$ cat src/rtl/bnd_pkg.sv
package bnd_pkg;
    typedef enum logic [1:0] {
        OP_NOP  = 2'd0,
        OP_MAKE = 2'd1,
        OP_CHKL = 2'd2,
        OP_CHKU = 2'd3
    } bnd_op_e;

    typedef enum logic [1:0] {
        ST_IDLE = 2'd0,
        ST_TRAP = 2'd1,
        ST_HELD = 2'd2
    } bnd_st_e;

    localparam logic [1:0] ERR_LOW  = 2'd1;
    localparam logic [1:0] ERR_HIGH = 2'd2;
endpackage

$ cat src/rtl/bnd_regfile.sv
module bnd_regfile #(
    parameter int NREG = 4,
    parameter int AW   = 64,
    localparam int RW  = $clog2(NREG)
) (
    input  logic                      clk,
    input  logic                      rst_n,
    input  logic                      wr_en,
    input  logic [RW-1:0]             wr_idx,
    input  logic [AW-1:0]             wr_lo,
    input  logic [AW-1:0]             wr_hi_n,
    output logic [NREG-1:0][AW-1:0]   lo_q,
    output logic [NREG-1:0][AW-1:0]   hi_n_q
);
    for (genvar g = 0; g < NREG; g++) begin : g_ent
        always_ff @(posedge clk or negedge rst_n) begin
            if (!rst_n) begin
                lo_q[g]   <= '0;
                hi_n_q[g] <= '0;
            end else if (wr_en && wr_idx == RW'(g)) begin
                lo_q[g]   <= wr_lo;
                hi_n_q[g] <= wr_hi_n;
            end
        end
    end
endmodule

$ cat src/rtl/bnd_cmp.sv
module bnd_cmp #(
    parameter int AW = 64
) (
    input  logic [AW-1:0] addr,
    input  logic [AW-1:0] lo,
    input  logic [AW-1:0] hi_n,
    output logic          below,
    output logic          above
);
    logic [AW-1:0] hi_lim;

    always_comb begin
        hi_lim = ~hi_n;
        below  = addr < lo;
        above  = addr > hi_lim;
    end
endmodule

$ cat src/rtl/bnd_ctrl.sv
module bnd_ctrl
    import bnd_pkg::*;
#(
    parameter int AW = 64
) (
    input  logic          clk,
    input  logic          rst_n,
    input  logic          hit_lo,
    input  logic          hit_hi,
    input  logic [AW-1:0] addr,
    input  logic          stat_clr,
    output logic          fault,
    output logic          stat_valid,
    output logic [AW-1:0] stat_addr,
    output logic [1:0]    stat_code
);
    bnd_st_e state, state_nx;
    logic    hit;
    logic    capture;

    always_comb begin
        hit      = hit_lo || hit_hi;
        state_nx = state;
        unique case (state)
            ST_IDLE: state_nx = hit ? ST_TRAP : ST_IDLE;
            ST_TRAP: state_nx = hit ? ST_TRAP : (stat_clr ? ST_IDLE : ST_HELD);
            ST_HELD: state_nx = hit ? ST_TRAP : (stat_clr ? ST_IDLE : ST_HELD);
            default: state_nx = ST_IDLE;
        endcase
        capture = hit && (state == ST_IDLE || stat_clr);
    end

    always_ff @(posedge clk or negedge rst_n) begin
        if (!rst_n) state <= ST_IDLE;
        else        state <= state_nx;
    end

    always_ff @(posedge clk or negedge rst_n) begin
        if (!rst_n) begin
            stat_addr <= '0;
            stat_code <= '0;
        end else if (capture) begin
            stat_addr <= addr;
            stat_code <= hit_lo ? ERR_LOW : ERR_HIGH;
        end
    end

    always_comb begin
        fault      = (state == ST_TRAP);
        stat_valid = (state != ST_IDLE);
    end
endmodule

$ cat src/rtl/bnd_unit.sv
module bnd_unit
    import bnd_pkg::*;
#(
    parameter int NREG = 4,
    parameter int AW   = 64,
    localparam int RW  = $clog2(NREG)
) (
    input  logic          clk,
    input  logic          rst_n,
    input  logic          cmd_valid,
    input  logic [1:0]    cmd_op,
    input  logic [RW-1:0] cmd_reg,
    input  logic [AW-1:0] cmd_addr,
    input  logic [AW-1:0] cmd_size,
    input  logic          priv_kern,
    input  logic          cfg_wr,
    input  logic          cfg_sel,
    input  logic          cfg_en,
    input  logic          stat_clr,
    input  logic [RW-1:0] rd_reg,
    output logic [AW-1:0] rd_lower,
    output logic [AW-1:0] rd_upper_raw,
    output logic          fault,
    output logic          stat_valid,
    output logic [AW-1:0] stat_addr,
    output logic [1:0]    stat_code,
    output logic          cfg_user_en,
    output logic          cfg_kern_en
);
    logic [NREG-1:0][AW-1:0] lo_q, hi_n_q;
    bnd_op_e       op;
    logic          go, mk, below, above, hit_lo, hit_hi;
    logic [AW-1:0] mk_hi_n;

    always_ff @(posedge clk or negedge rst_n) begin
        if (!rst_n) begin
            cfg_user_en <= 1'b0;
            cfg_kern_en <= 1'b0;
        end else if (cfg_wr) begin
            if (cfg_sel) cfg_kern_en <= cfg_en;
            else         cfg_user_en <= cfg_en;
        end
    end

    always_comb begin
        op      = bnd_op_e'(cmd_op);
        go      = cmd_valid && (priv_kern ? cfg_kern_en : cfg_user_en);
        mk      = go && (op == OP_MAKE);
        mk_hi_n = ~(cmd_addr + cmd_size - AW'(1));
        hit_lo  = go && (op == OP_CHKL) && below;
        hit_hi  = go && (op == OP_CHKU) && above;
    end

    bnd_regfile #(.NREG(NREG), .AW(AW)) u_rf (
        .clk     (clk),
        .rst_n   (rst_n),
        .wr_en   (mk),
        .wr_idx  (cmd_reg),
        .wr_lo   (cmd_addr),
        .wr_hi_n (mk_hi_n),
        .lo_q    (lo_q),
        .hi_n_q  (hi_n_q)
    );

    bnd_cmp #(.AW(AW)) u_cmp (
        .addr  (cmd_addr),
        .lo    (lo_q[cmd_reg]),
        .hi_n  (hi_n_q[cmd_reg]),
        .below (below),
        .above (above)
    );

    bnd_ctrl #(.AW(AW)) u_ctrl (
        .clk        (clk),
        .rst_n      (rst_n),
        .hit_lo     (hit_lo),
        .hit_hi     (hit_hi),
        .addr       (cmd_addr),
        .stat_clr   (stat_clr),
        .fault      (fault),
        .stat_valid (stat_valid),
        .stat_addr  (stat_addr),
        .stat_code  (stat_code)
    );

    always_comb begin
        rd_lower     = lo_q[rd_reg];
        rd_upper_raw = hi_n_q[rd_reg];
    end
endmodule

$ cat config.mk
export PLATFORM = sky130hd
export DESIGN_NAME = bnd_unit
export DESIGN_NICKNAME = d
export VERILOG_FILES = /design/src/rtl/bnd_pkg.sv /design/src/rtl/bnd_regfile.sv /design/src/rtl/bnd_cmp.sv /design/src/rtl/bnd_ctrl.sv /design/src/rtl/bnd_unit.sv
export SDC_FILE = /design/constraint.sdc
export NUM_CORES = 1
export LEC_CHECK = 0
export BUFFER_PORTS_ARGS = -buffer_cell sky130_fd_sc_hd__buf_2
export CORE_MARGIN = 3
export CORE_UTILIZATION = 43
export CTS_BUF_LIST = sky130_fd_sc_hd__clkbuf_4 sky130_fd_sc_hd__clkbuf_8 sky130_fd_sc_hd__clkbuf_16
export DETAILED_ROUTE_END_ITERATION = 12
export PLACE_DENSITY = 0.6
export SYNTH_ARGS = -nofsm -noshare
export SYNTH_HDL_FRONTEND = slang
export SYNTH_SLANG_ARGS = --single-unit
export TNS_END_PERCENT = 5
$ cat constraint.sdc
create_clock -name clk -period 3.55 [get_ports clk]
set_input_delay 0 -clock clk [delete_from_list [all_inputs] [get_ports clk]]
set_output_delay 0 -clock clk [all_outputs]
set_load 0.01 [all_outputs]
==> results.md <==
* H-tree depth at 3
* Worst R2R Start: u_rf.lo_q[209]$_DFFE_PN0P_
* Ys async rst share at 100%
* Final-layout fill cell count at 7277
* Total power draw at 0.0282 W
* GRT overflow at 0
* Average size of a mapped cell at 10.3 um2
* Cell Pwr Density at 632 nW/um2
* Synth-to-layout area growth at 25.4%
* Setup TNS at -5.99 ns
* Hold_sp: cmd_op[1]
* Worst Hold Class: primary input to flop
* Final Skew at 0.0299 ns
* Syn Inst Count at 3441
* Antenna viol nets, final at 0
* Final worst setup slack at -0.141 ns
* 1st-iter DRT viols at 1889
* Vias/cell at 5.47
* Nets@finish at 4472
* Compound-gate portion of the synthesized area at 12.6%
* Die Y at 294 um
* Violated checks: negative setup slack
* WL per Instance at 21.4 um
* Crit path time final at 3.69 ns
* Gpl congestion at 0.888
* Crit path top cell by count: a21o_1
* Synth unique cells at 72
* Initial antenna violation count at 3
* Mux contribution to synthesized area at 20.3%
* Post-Synth Simple-Gate Area at 9.80%
* Detailed-route via count at 28400
* Ports at 340
* Multi-input gate area at 19200 um2
* Fmax at 271 MHz
* Pre-antenna DRT Iters at 5
* XOR/XNOR share of the synthesized area at 1.40%
* Sink Count at 582
* Port Buffers at 339
* Vias in the first global route at 28800
* Slew @ Worst Pin at 0.999 ns
* Yosys reg bits at 582
* WP buf/inv at 4
* Layout cells sized above 1 at 29.7%
* Clk_lat worst skew at 0.62 ns
* Register Area at 14600 um2
* Yosys warns at 0
* Max cap viols at 0
* Maximum number of pins on one net before global-route repair at 140
* Drc violations at 0
* Worst EP arrival at 4.18 ns
* Worst rel slew slack at 33.4%
* Crit share post-route at 104%
* Slowest-stage cell, CP: mux4_2
* Largest delay share family, worst path: compound AO/OA/AOI/OAI gates
* Worst setup EP type: flop
* Post-synth EDFFs at 0
* Final hold vios at 0
* Lkg Pwr at 21.8 nW
* Largest family of logic cells by synthesized area: multiplexers
* Inserted Clock Buffers at 72
* Final Routed Wirelength at 111000 um
* Syn Nets at 3839
* Mapped Area at 35500 um2
* CTS tree: built
* Clk slew on worst S/H paths at 0.06 ns
* RSZ-0062 raised after global routing: yes
* Worst vdd ir at 0.000324 V
* Crit path launch: u_rf.lo_q[209]$_DFFE_PN0P_
* Rows at 104
* Die ar. at 86200 um2
* Synth Flop Type: dfrtp_1
* Worst Setup Path Type: flop to flop
* Starting Density at 43.8%
* Crit path cell chain: mux4_2 -> inv_2 -> ha_4 -> a21o_1 -> a21o_1 -> a21o_1 -> a31oi_2 -> o21ai_2 -> o31ai_4 -> o2111ai_2 -> a21bo_2 -> a21oi_4 -> buf_12 -> buf_12 -> clkbuf_16 -> mux2_4
* Worst Path Required at 4.04 ns
* Setup Viol. Count Final at 64
* Status: complete, but fails checks
* CP Launch Type: flop
* CTS root buf: clkbuf_16
* CP Max Fanout at 5
* Core Box Area at 81200 um2
* Estimated wirelength of the detail-placed design at 79300 um
* Post-Synth Adder-Cell Area at 9.03%
* Die Wd at 294 um
* Max incr delay on CP at 0.48 ns
* Slew Viols, Final at 0
* Post-synthesis sequential area ratio at 41.0%
* Total track usage at 25.8%
* Clock buffer depth at 3
* First-pass GRT wire length at 172000 um
area by class of cell:
type / count / area share, %
clock buffer: 105 / 4.97
multi-input combinational: 2319 / 43.1
antenna: 2 / 0.0112
timing repair buffer: 755 / 12.8
inverter: 344 / 2.90
sequential: 582 / 32.7
tap: 1060 / 2.98
clock inverter: 25 / 0.592
cell usage after synthesis, types with 4 or more instances:
cell | instances | area, um2
nor4_1 | 4 | 25.0
ha_1 | 255 | 3190
nor2b_1 | 13 | 81.3
nor3_1 | 20 | 100
nand4_1 | 42 | 263
o21bai_1 | 21 | 158
a31oi_1 | 10 | 62.6
mux2_2 | 37 | 417
mux2_4 | 60 | 901
mux4_2 | 256 | 5770
nor2_1 | 86 | 323
buf_2 | 7 | 35.0
or3_1 | 7 | 43.8
o22ai_1 | 4 | 25.0
nand2_1 | 609 | 2290
clkbuf_1 | 145 | 544
a211oi_1 | 9 | 67.6
a21o_1 | 59 | 443
o31ai_1 | 7 | 52.6
xnor2_1 | 38 | 333
mux2i_1 | 11 | 110
dfrtp_1 | 582 | 14600
o21ai_0 | 504 | 2520
and2_1 | 4 | 25.0
nand3_1 | 25 | 125
a21oi_1 | 126 | 631
buf_6 | 7 | 78.8
buf_1 | 34 | 128
o21a_1 | 13 | 97.6
o211ai_1 | 8 | 60.1
nand2b_1 | 7 | 43.8
inv_1 | 344 | 1290
and3_1 | 9 | 56.3
xor2_1 | 19 | 166
through the flow:
step	std cells	hold WS [ns]	setup WS, ns	util, %	instance area, um2
finish	5192	0.0435	-0.141	54.9	44600
global route	5190	0.0702	-0.216	54.9	44600
CTS	5186	0.00361	-0.0877	54.6	44300
detailed placement	4968	-0.0722	-0.584	50.0	40600
global placement	4968	-0.0726	-0.553	50.0	40600
floorplan	3441	-0.296	0.0517	-	35600
state kept, by name, indices dropped and copies added, names as in the netlist:
name	count
u_ctrl.stat_addr	64
u_rf.hi_n_q	256
cfg_kern_en	1
u_rf.lo_q	256
cfg_user_en	1
u_ctrl.state	2
u_ctrl.stat_code	2
repair_timing:
action                                  in CTS  in global routing
endpoints found under the hold margin      744                  0
buffers inserted                             9                  1
endpoints found under the setup margin      67                168
hold buffers                                76                  0
pin swaps                                   19                 24
resized for setup                           44                 34
gates cloned                                 6                  3
cell families (layout without fill, tap and decap cells):
family,Yosys count,count (layout)
adders and majority gates,256,256
AOI/OAI and AO/OA,802,802
other,0,2
xor gates and xnor gates,57,57
buffers and inverters,540,1229
muxes,365,365
DFF,582,582
and+or+nand+nor,839,839
per-layer routing:
layer	global-route usage, %	part of all wire (%)	up-vias
met5	0	0	-
met4	8.05	2.8	0
met3	4.35	5.9	162
met2	41.7	47	859
met1	35.6	44	14000
li1	-	-	13400
report_power, final:
group	internal [W]	leakage (nW)	switching, W	total, W
combinational	0.00531	13.0	0.00499	0.0103
clock	0.00464	1.23	0.00301	0.00764
sequential	0.00878	7.53	0.00145	0.0102
total	0.0187	21.8	0.00945	0.0282
worst reg2reg max path, stage by stage, from the launching register on:
cell and delay (ns):
dfrtp_1 0.37, mux4_2 0.48, inv_2 0.08, ha_4 0.19, a21o_1 0.16, a21o_1 0.16
a21o_1 0.16, a31oi_2 0.20, o21ai_2 0.11, o31ai_4 0.32, o2111ai_2 0.15, a21bo_2 0.24
a21oi_4 0.17, buf_12 0.15, buf_12 0.15, clkbuf_16 0.19, mux2_4 0.31
final timing paths:
path	to	slack [ns]	depth (start not counted)
setup reg to reg	u_ctrl.stat_addr[40]$_DFFE_PN0P_	-0.14	16
setup / recovery	u_ctrl.stat_addr[40]$_DFFE_PN0P_	-0.14	16
max in group asynchronous	u_rf.lo_q[231]$_DFFE_PN0P_	2.15	5
min in group asynchronous	u_rf.lo_q[71]$_DFFE_PN0P_	0.55	4
hold reg to reg	u_rf.hi_n_q[174]$_DFFE_PN0P_	0.49	2
hold / removal	u_rf.lo_q[63]$_DFFE_PN0P_	0.04	6
layout by cell type, fill, tap and decap left out, drive strengths merged, types with 9 or more instances in the layout:
cell and n:
mux2 98, nand2 610, dlygate4sd3 75, a31oi 10, nor2b 13, o21ai 510
inv 349, clkinv 11, o21a 13, a21o 59, nand3 25, mux4 256
xnor2 38, o21bai 21, nor2 86, a211oi 9, dfrtp 582, and3 9
nor3 21, xor2 19, mux2i 11, buf 677, a21oi 128, nand4 42
clkbuf 108, ha 255
(Power assumes the default switching activity.)
